===== src/rtl/pcc_pkg.sv =====
package pcc_pkg;
  localparam int unsigned BYTE_W    = 8;
  localparam int unsigned MAX_BYTES = 4;
  localparam int unsigned CNT_W     = BYTE_W * MAX_BYTES;
  localparam int unsigned SEL_W     = $clog2(MAX_BYTES);
  localparam int unsigned N_EVT     = 4;

  typedef logic [CNT_W-1:0] word_t;

  typedef enum logic [1:0] {
    CM_FREE   = 2'b00,
    CM_SINGLE = 2'b01,
    CM_RANGE  = 2'b10,
    CM_MODN   = 2'b11
  } count_mode_e;

  typedef enum logic [1:0] {
    IX_OFF   = 2'b00,
    IX_LOAD  = 2'b01,
    IX_CLEAR = 2'b10,
    IX_SNAP  = 2'b11
  } index_fn_e;

  typedef struct packed {
    word_t val;
    logic  carry;
    logic  borrow;
    logic  moved;
  } step_t;

  // Active-width mask: selector value k drops k top bytes.
  function automatic word_t width_mask(input logic [SEL_W-1:0] sel);
    return {CNT_W{1'b1}} >> (int'(sel) * BYTE_W);
  endfunction

  // Top bit of the active width.
  function automatic logic sign_of(input word_t v, input logic [SEL_W-1:0] sel);
    int idx;
    idx = (int'(MAX_BYTES) - int'(sel)) * int'(BYTE_W) - 1;
    return v[idx];
  endfunction

  // One count step under the selected counting behaviour.
  function automatic step_t next_count(input word_t cur, input word_t pre,
                                       input word_t msk, input count_mode_e md,
                                       input logic up);
    step_t r;
    r.val    = cur;
    r.carry  = 1'b0;
    r.borrow = 1'b0;
    r.moved  = 1'b1;
    if (up) begin
      if (md == CM_MODN && cur == pre) begin
        r.val   = '0;
        r.carry = 1'b1;
      end else if (md == CM_RANGE && cur == pre) begin
        r.moved = 1'b0;
        r.carry = 1'b1;
      end else begin
        r.val   = (cur + word_t'(1)) & msk;
        r.carry = (cur == msk);
      end
    end else begin
      if (md == CM_MODN && cur == '0) begin
        r.val    = pre;
        r.borrow = 1'b1;
      end else if (md == CM_RANGE && cur == '0) begin
        r.moved  = 1'b0;
        r.borrow = 1'b1;
      end else begin
        r.val    = (cur - word_t'(1)) & msk;
        r.borrow = (cur == '0);
      end
    end
    return r;
  endfunction
endpackage


===== src/rtl/pcc_cfg_regs.sv =====
module pcc_cfg_regs
  import pcc_pkg::*;
(
  input  logic  clk,
  input  logic  rst_n,
  input  word_t wdata,
  input  logic  wr_mode,
  input  logic  wr_opts,
  input  logic  wr_preset,
  input  logic  clr_mode,
  input  logic  clr_opts,
  output logic [7:0] mode_q,
  output logic [7:0] opts_q,
  output word_t preset_q
);
  word_t cur_mask;
  assign cur_mask = width_mask(opts_q[SEL_W-1:0]);

  always_ff @(posedge clk or negedge rst_n) begin
    if (!rst_n) begin
      mode_q   <= '0;
      opts_q   <= '0;
      preset_q <= '0;
    end else begin
      if (clr_mode)     mode_q <= '0;
      else if (wr_mode) mode_q <= wdata[7:0];
      if (clr_opts)     opts_q <= '0;
      else if (wr_opts) opts_q <= wdata[7:0];
      if (wr_preset)    preset_q <= wdata & cur_mask;
    end
  end

  // a written preset never carries bytes outside the width in force at the write
  assert_preset_fits_R2: assert property (@(posedge clk) disable iff (!rst_n)
    wr_preset |=> ((preset_q & ~width_mask($past(opts_q[SEL_W-1:0]))) == '0));
endmodule


===== src/rtl/pcc_counter.sv =====
module pcc_counter
  import pcc_pkg::*;
(
  input  logic        clk,
  input  logic        rst_n,
  input  logic        count_strobe,
  input  logic        count_up,
  input  logic        en_live,
  input  count_mode_e mode,
  input  index_fn_e   idx_fn,
  input  logic        index_strobe,
  input  logic        clr_count,
  input  logic        load_count,
  input  logic        snap_count,
  input  word_t       preset_m,
  input  word_t       wmask,
  output word_t       cnt_m,
  output word_t       snap_q,
  output logic        ev_carry,
  output logic        ev_borrow,
  output logic        ev_cmp,
  output logic        step_fire,
  output logic        halted
);
  word_t cnt_q;
  step_t step_res;
  logic  idx_hits_cnt;
  logic  cnt_override;
  logic  single_gate;

  assign cnt_m = cnt_q & wmask;

  always_comb begin
    step_res     = next_count(cnt_m, preset_m, wmask, mode, count_up);
    idx_hits_cnt = index_strobe && (idx_fn == IX_LOAD || idx_fn == IX_CLEAR);
    cnt_override = clr_count || load_count || idx_hits_cnt;
    single_gate  = (mode == CM_SINGLE) && halted;
    step_fire    = count_strobe && en_live && !single_gate && !cnt_override;
    ev_carry     = step_fire && step_res.carry;
    ev_borrow    = step_fire && step_res.borrow;
    ev_cmp       = step_fire && step_res.moved && (step_res.val == preset_m);
  end

  always_ff @(posedge clk or negedge rst_n) begin
    if (!rst_n) begin
      cnt_q  <= '0;
      snap_q <= '0;
      halted <= 1'b0;
    end else begin
      if (clr_count)                                  cnt_q <= '0;
      else if (load_count)                            cnt_q <= preset_m;
      else if (index_strobe && idx_fn == IX_LOAD)     cnt_q <= preset_m;
      else if (index_strobe && idx_fn == IX_CLEAR)    cnt_q <= '0;
      else if (step_fire)                             cnt_q <= step_res.val;

      if (cnt_override)
        halted <= 1'b0;
      else if (step_fire && mode == CM_SINGLE && (step_res.carry || step_res.borrow))
        halted <= 1'b1;

      if (snap_count || (index_strobe && idx_fn == IX_SNAP))
        snap_q <= cnt_m;
    end
  end

  // once halted in single-cycle mode the counter only moves by clear or load
  assert_halt_holds_R4: assert property (@(posedge clk) disable iff (!rst_n)
    (mode == CM_SINGLE && halted && !cnt_override) |=> $stable(cnt_q));

  // in range-limit mode a counter at or below the preset stays there
  assert_range_bound_R5: assert property (@(posedge clk) disable iff (!rst_n)
    (mode == CM_RANGE && cnt_m <= preset_m) |=>
      (!$stable(preset_m) || !$stable(wmask) || cnt_m <= preset_m));
endmodule


===== src/rtl/pcc_status.sv =====
module pcc_status
  import pcc_pkg::*;
(
  input  logic             clk,
  input  logic             rst_n,
  input  logic             clr_status,
  input  logic [N_EVT-1:0] evt,
  input  logic [N_EVT-1:0] evt_mask,
  input  logic             step_fire,
  input  logic             step_up,
  input  logic             en_live,
  input  logic             sign,
  output logic [7:0]       status,
  output logic             latch_flag_n,
  output logic             pulse_flag_n
);
  logic [N_EVT-1:0] sticky_q;
  logic             power_lost_q;
  logic             dir_q;
  logic             pulse_q;

  for (genvar g = 0; g < N_EVT; g++) begin : g_sticky
    always_ff @(posedge clk or negedge rst_n) begin
      if (!rst_n)          sticky_q[g] <= 1'b0;
      else if (clr_status) sticky_q[g] <= 1'b0;
      else if (evt[g])     sticky_q[g] <= 1'b1;
    end
  end

  always_ff @(posedge clk or negedge rst_n) begin
    if (!rst_n) begin
      power_lost_q <= 1'b1;
      dir_q        <= 1'b0;
      pulse_q      <= 1'b0;
    end else begin
      if (clr_status) power_lost_q <= 1'b0;
      if (step_fire)  dir_q <= step_up;
      pulse_q <= |(evt & evt_mask);
    end
  end

  assign status       = {sticky_q, en_live, power_lost_q, dir_q, sign};
  assign latch_flag_n = ~|(sticky_q & evt_mask);
  assign pulse_flag_n = ~pulse_q;

  // a status clear wins over any same-cycle event
  assert_clear_wins_R11: assert property (@(posedge clk) disable iff (!rst_n)
    clr_status |=> (status[7:4] == '0 && !status[2]));

  // without a clear, no sticky bit ever falls
  assert_sticky_R11: assert property (@(posedge clk) disable iff (!rst_n)
    !clr_status |=> (($past(sticky_q) & ~sticky_q) == '0));

  // a pulse that no clear cancelled goes with a latched flag
  assert_pulse_latch_R13: assert property (@(posedge clk) disable iff (!rst_n)
    (!pulse_flag_n && !$past(clr_status) && $stable(evt_mask)) |-> !latch_flag_n);
endmodule


===== src/rtl/preset_count_core.sv =====
module preset_count_core
  import pcc_pkg::*;
(
  input  logic             clk,
  input  logic             rst_n,
  input  logic             count_en,
  input  logic             count_strobe,
  input  logic             count_up,
  input  logic             index_strobe,
  input  logic [CNT_W-1:0] host_wdata,
  input  logic             wr_mode,
  input  logic             wr_opts,
  input  logic             wr_preset,
  input  logic             clr_mode,
  input  logic             clr_opts,
  input  logic             clr_count,
  input  logic             clr_status,
  input  logic             load_count,
  input  logic             snap_count,
  output logic [CNT_W-1:0] count_val,
  output logic [CNT_W-1:0] preset_val,
  output logic [CNT_W-1:0] snap_val,
  output logic [7:0]       status_val,
  output logic [7:0]       mode_val,
  output logic [7:0]       opts_val,
  output logic             latch_flag_n,
  output logic             pulse_flag_n
);
  logic [7:0]       mode_q;
  logic [7:0]       opts_q;
  word_t            preset_q;
  word_t            wmask;
  word_t            preset_m;
  word_t            cnt_m;
  word_t            snap_q;
  logic             en_live;
  logic             ev_carry, ev_borrow, ev_cmp, ev_index;
  logic             step_fire;
  logic             halted;
  count_mode_e      cmode;
  index_fn_e        ifn;
  logic [N_EVT-1:0] evt;

  assign wmask    = width_mask(opts_q[SEL_W-1:0]);
  assign preset_m = preset_q & wmask;
  assign en_live  = count_en && !opts_q[2];
  assign cmode    = count_mode_e'(mode_q[3:2]);
  assign ifn      = index_fn_e'(mode_q[5:4]);
  assign ev_index = index_strobe && (ifn != IX_OFF);
  assign evt      = {ev_carry, ev_borrow, ev_cmp, ev_index};

  pcc_cfg_regs i_cfg (
    .clk       (clk),
    .rst_n     (rst_n),
    .wdata     (host_wdata),
    .wr_mode   (wr_mode),
    .wr_opts   (wr_opts),
    .wr_preset (wr_preset),
    .clr_mode  (clr_mode),
    .clr_opts  (clr_opts),
    .mode_q    (mode_q),
    .opts_q    (opts_q),
    .preset_q  (preset_q)
  );

  pcc_counter i_cnt (
    .clk          (clk),
    .rst_n        (rst_n),
    .count_strobe (count_strobe),
    .count_up     (count_up),
    .en_live      (en_live),
    .mode         (cmode),
    .idx_fn       (ifn),
    .index_strobe (index_strobe),
    .clr_count    (clr_count),
    .load_count   (load_count),
    .snap_count   (snap_count),
    .preset_m     (preset_m),
    .wmask        (wmask),
    .cnt_m        (cnt_m),
    .snap_q       (snap_q),
    .ev_carry     (ev_carry),
    .ev_borrow    (ev_borrow),
    .ev_cmp       (ev_cmp),
    .step_fire    (step_fire),
    .halted       (halted)
  );

  pcc_status i_stat (
    .clk          (clk),
    .rst_n        (rst_n),
    .clr_status   (clr_status),
    .evt          (evt),
    .evt_mask     (opts_q[7:4]),
    .step_fire    (step_fire),
    .step_up      (count_up),
    .en_live      (en_live),
    .sign         (sign_of(cnt_m, opts_q[SEL_W-1:0])),
    .status       (status_val),
    .latch_flag_n (latch_flag_n),
    .pulse_flag_n (pulse_flag_n)
  );

  assign count_val  = cnt_m;
  assign preset_val = preset_q;
  assign snap_val   = snap_q;
  assign mode_val   = mode_q;
  assign opts_val   = opts_q;

  // with counting disabled, a bare count strobe leaves the counter alone
  assert_disabled_hold_R7: assert property (@(posedge clk) disable iff (!rst_n)
    (!en_live && !clr_count && !load_count && !index_strobe && !wr_opts && !clr_opts)
      |=> $stable(cnt_m));
endmodule


===== config.mk =====
export PLATFORM = sky130hd
export DESIGN_NAME = preset_count_core
export DESIGN_NICKNAME = d
export VERILOG_FILES = /design/src/rtl/pcc_pkg.sv /design/src/rtl/pcc_cfg_regs.sv /design/src/rtl/pcc_counter.sv /design/src/rtl/pcc_status.sv /design/src/rtl/preset_count_core.sv
export SDC_FILE = /design/constraint.sdc
export NUM_CORES = 1
export LEC_CHECK = 0
export BUFFER_PORTS_ARGS = -buffer_cell sky130_fd_sc_hd__buf_2
export CORE_MARGIN = 2
export CORE_UTILIZATION = 53
export CTS_CLUSTER_SIZE = 24
export DETAILED_ROUTE_END_ITERATION = 8
export PLACE_DENSITY = 0.79
export SYNTH_ARGS = -nofsm -noshare
export SYNTH_HDL_FRONTEND = slang
export SYNTH_HIERARCHICAL = 1
export SYNTH_SLANG_ARGS = --single-unit

===== constraint.sdc =====
create_clock -name clk -period 5.3 [get_ports clk]
set_input_delay 0.53 -clock clk [delete_from_list [all_inputs] [get_ports clk]]
set_output_delay 0.53 -clock clk [all_outputs]
set_load 0.01 [all_outputs]

==> impl_metrics.csv <==
group,metric,value,unit
power,vdd_drop_max,0.0002224,V
layout,n_antenna_cell,0,
timing,hold_slack,0.2348,ns
route,detailed_route_via_count,11730,
grt,first_global_vias,10760,
logic_synthesis,yosys_warnings,6,
logic_synthesis,synth.ff_latch_count,120,
timing,fin_skew,0.01575,ns
grt,grt.overflow.total,0,
timing,achievable-frequency,0.1915,GHz
worst_setup_path,timing.reg2reg.worst_path_depth,16,
place,place_congestion,1.141,
grt,grt_pass1_wl,65.67,mm
timing,grt_setup_unrepaired,"no",
floorplan,initial_utilization,54.01,%
worst_setup_path,critical_path.max_fanout,13,
clocking,clk-insertion-delay-late,0.44,ns
layout,most_common_library_cell_in_the_layout_ignoring_fill_and_taps,"sky130_fd_sc_hd__buf_2",
power,intPower,2.025,mW
worst_setup_path,worstSetupPathType,"flip-flop to flip-flop",
layout,final-seq-area,3004,µm²
timing,report.final.hold_viol_count,0,
logic_synthesis,ys_async_sr_fraction,100.0,%
clocking,tritoncts,"done",
power,power.net_switching,1.381,mW
clocking,clock_tree.root_cell,"sky130_fd_sc_hd__clkbuf_16",
min_path,hold_path.class,"input pin to async pin",
place,place_hpwl,33.45,mm
clocking,cts_htree_levels,4,
layout,num-fill-cells,1655,
job,maxCapViolCount,0,
clocking,clock_net_sink_count,120,
clocking,clockBufferDepth,2,
logic_synthesis,portion_of_synthesized_cell_area_occupied_by_the_leading_cell_type,29.58,%
route,drc,7,
logic_synthesis,mappedNetlistArea,10070,µm²
layout,synthToLayoutAreaGrowth,21.11,%
grt,track_usage,43.58,%
grt,grt_start_max_net_pins,77,
worst_setup_path,end_kind,"flip-flop",
power,comb_power_share,31.8,%
logic_synthesis,synth-edff-count,0,
layout,multi_input_comb_area,6541,µm²
timing,final_cycle_utilization_of_the_critical_path,98.54,%
timing,layout_min_cycle_time,5.223,ns
layout,design.final.nets,1577,
power,power_leakage,5.936,nW
floorplan,fp.coreArea,18640,µm²
worst_setup_path,crit_path_arrival_time,5.59,ns
clocking,tritoncts.num_buffers,17,
floorplan,std_cell_rows,50,
logic_synthesis,netlist_instances,1298,
layout,final_layout_size_suffix_gt1_share,21.74,%
layout,most-common-layout-cells,"sky130_fd_sc_hd__buf_2, sky130_fd_sc_hd__nand2_1, sky130_fd_sc_hd__dfrtp_1",
worst_setup_path,crit_required,5.67,ns
power,clockPowerShare,35.6,%
power,pwr-share-seq,32.6,%
timing,totalNegativeSetupSlack,0,ns
floorplan,die_height,141.8,µm
run_status,status,"finished, violations left",
logic_synthesis,synthTopCellsByArea,"sky130_fd_sc_hd__dfrtp_1, sky130_fd_sc_hd__a21oi_1, sky130_fd_sc_hd__nand2_1, sky130_fd_sc_hd__o21ai_0, sky130_fd_sc_hd__nor2_1",
worst_setup_path,r2r_start,"i_cfg/opts_q[1]$_DFFE_PN0P_",
route,final_antenna_net_count,0,
power,switching_share,40.54,%
clocking,clkTransAtPathRegs,0.07,ns
floorplan,die_w,141.8,µm
logic_synthesis,ys_seq_area_share,29.84,%
power,power_per_cell_area,279.3,nW/µm²
timing,timing.final.max_slew_violations,0,
route,route.final.wire_length,44.41,mm
grt,grt_antenna_before_repair,0,
worst_setup_path,reg2reg_slack,0.08,ns
clocking,cts.hold.buffers_added,0,
worst_setup_path,critical_path.reg2reg.endpoint,"i_stat/pulse_q$_DFF_PN0_",
logic_synthesis,synth_top_cell_by_area,"sky130_fd_sc_hd__dfrtp_1",
route,drt_iter0_drc,1905,
timing,setup_violations,0,
route,drt-vias-per-instance,6.626,
route,drt_pass1_iterations,9,
timing,max_slew.worst_pin.slew,1.280,ns
run_status,violations,"DRC",
worst_setup_path,cp-start-kind,"flip-flop",
timing,max_transition_margin,14.66,%
logic_synthesis,synthesis.area_per_instance,7.757,µm²
floorplan,io_pins,169,
logic_synthesis,synth_cell_types,85,
place,io_buffers,168,
logic_synthesis,synth_flop_cell,"sky130_fd_sc_hd__dfrtp_1",
route,wl_per_cell,25.09,µm
floorplan,die_area,20120,µm²
-- state kept, by name, summed over array words and instances, names as in the netlist, 4 cells and up --
| register | flops |
|---|---|
| i_cfg/opts_q | 8 |
| i_cnt/snap_q | 32 |
| i_cfg/preset_q | 32 |
| i_stat/status | 4 |
| i_cfg/mode_q | 8 |
| i_cnt/cnt_q | 32 |
-- through the flow --
step	util, %	total power [mW]	cell area (µm²)	cells	setup WS [ns]
detailed placement	61.74	2.140	11510	1732	0.09921
CTS	64.95	3.344	12110	1764	0.03245
global route	65.41	3.511	12190	1770	0.01273
floorplan	-	1.730	10300	1359	0.1848
finish	65.41	3.405	12190	1770	0.07742
global placement	61.74	2.133	11510	1732	0.1113
-- cell families (layout without fill, tap and decap cells) --
| family | after synthesis | in the layout | synth area share, % |
|---|---|---|---|
| simple gates | 492 | 492 | 24.94 |
| flops | 120 | 120 | 29.84 |
| compound gates | 403 | 403 | 27.79 |
| mux | 38 | 38 | 4.076 |
| xor+xnor | 50 | 50 | 4.349 |
| fa+ha+maj | 7 | 7 | 0.8698 |
| other cells | 1 | 62 | 0.03725 |
| buf+inv | 187 | 364 | 8.102 |
-- cell usage after synthesis, types with 7 or more instances --
master and n:
sky130_fd_sc_hd__o22a_1 13, sky130_fd_sc_hd__mux2i_1 23, sky130_fd_sc_hd__a22oi_1 21, sky130_fd_sc_hd__nand3_1 39, sky130_fd_sc_hd__and4_1 13, sky130_fd_sc_hd__nand2_1 141
sky130_fd_sc_hd__nand2b_1 9, sky130_fd_sc_hd__and3_1 37, sky130_fd_sc_hd__nor2b_1 27, sky130_fd_sc_hd__a222oi_1 7, sky130_fd_sc_hd__a21o_1 10, sky130_fd_sc_hd__xor2_1 20
sky130_fd_sc_hd__and2_1 18, sky130_fd_sc_hd__clkbuf_1 68, sky130_fd_sc_hd__a2111oi_0 10, sky130_fd_sc_hd__a211oi_1 26, sky130_fd_sc_hd__buf_4 10, sky130_fd_sc_hd__nand3b_1 8
sky130_fd_sc_hd__buf_6 9, sky130_fd_sc_hd__mux2_2 14, sky130_fd_sc_hd__o211ai_1 15, sky130_fd_sc_hd__or3_1 11, sky130_fd_sc_hd__nor4_1 18, sky130_fd_sc_hd__o31a_1 7
sky130_fd_sc_hd__inv_1 88, sky130_fd_sc_hd__o22ai_2 16, sky130_fd_sc_hd__o21ai_0 75, sky130_fd_sc_hd__dfrtp_1 119, sky130_fd_sc_hd__buf_2 7, sky130_fd_sc_hd__ha_1 7
sky130_fd_sc_hd__nor3_1 32, sky130_fd_sc_hd__xnor2_1 30, sky130_fd_sc_hd__nor2_1 90, sky130_fd_sc_hd__nand4_1 22, sky130_fd_sc_hd__o22ai_1 15, sky130_fd_sc_hd__a21oi_1 106
sky130_fd_sc_hd__a31oi_1 8
-- power by group through the flow --
stage / clock [mW] / sequential [mW] / combinational [mW]
final: 1.21 / 1.11 / 1.08
after global routing: 1.25 / 1.11 / 1.15
after CTS: 1.21 / 1.10 / 1.03
after detailed placement: 0 / 1.12 / 1.02
after global placement: 0 / 1.12 / 1.02
after floorplan: 0 / 1.08 / 0.646
-- critical path, stage by stage (launching register included) --
cell and delay, ns:
sky130_fd_sc_hd__dfrtp_1 0.44, sky130_fd_sc_hd__ha_1 0.25, sky130_fd_sc_hd__inv_1 0.37, sky130_fd_sc_hd__buf_4 0.27
sky130_fd_sc_hd__nand2_1 0.16, sky130_fd_sc_hd__or2_2 0.37, sky130_fd_sc_hd__nor3_1 0.45, sky130_fd_sc_hd__nand2_1 0.33
sky130_fd_sc_hd__a2111oi_0 0.79, sky130_fd_sc_hd__xnor2_1 0.19, sky130_fd_sc_hd__nor2_1 0.09, sky130_fd_sc_hd__nand2_1 0.13
sky130_fd_sc_hd__o2111ai_1 0.14, sky130_fd_sc_hd__or4_1 0.58, sky130_fd_sc_hd__nor4_4 0.37, sky130_fd_sc_hd__a22oi_1 0.12
sky130_fd_sc_hd__nand2_1 0.08
-- per-layer routing --
metal | GRT usage (%) | vias to the layer above | routed length, µm
li1 | - | 5138 | -
met4 | 19.84 | 0 | 2308
met5 | 0 | - | 0
met3 | 12.52 | 168 | 6202
met1 | 58.87 | 5443 | 17350
met2 | 64.79 | 979 | 18550
-- worst max path at each step --
stage / from / endpoint / cells after the start
after global routing: i_cfg/opts_q[1]$_DFFE_PN0P_ / i_stat/pulse_q$_DFF_PN0_ / 18
after floorplan: i_cfg/opts_q[1]$_DFFE_PN0P_ / i_stat/pulse_q$_DFF_PN0_ / 17
after detailed placement: i_cfg/opts_q[1]$_DFFE_PN0P_ / i_stat/pulse_q$_DFF_PN0_ / 16
after global placement: i_cfg/opts_q[1]$_DFFE_PN0P_ / i_stat/pulse_q$_DFF_PN0_ / 16
final: i_cfg/opts_q[1]$_DFFE_PN0P_ / i_stat/pulse_q$_DFF_PN0_ / 16
after CTS: i_cfg/opts_q[1]$_DFFE_PN0P_ / i_stat/pulse_q$_DFF_PN0_ / 16
-- timing repair --
item,4_1_cts,5_1_grt
buffers inserted,0,6
setup endpoints to repair,0,2
resized for setup,0,11
-- layout make-up --
| cell class | instances | area share [%] |
|---|---|---|
| flip-flops and latches | 120 | 24.64 |
| clock buffers | 17 | 3.489 |
| well taps | 234 | 2.401 |
| repair buffers | 243 | 11.64 |
| multi-input cells | 1052 | 53.64 |
| clock inverters | 15 | 1.426 |
| inverters | 89 | 2.770 |
Note: power is estimated with default switching activity, not from simulation.
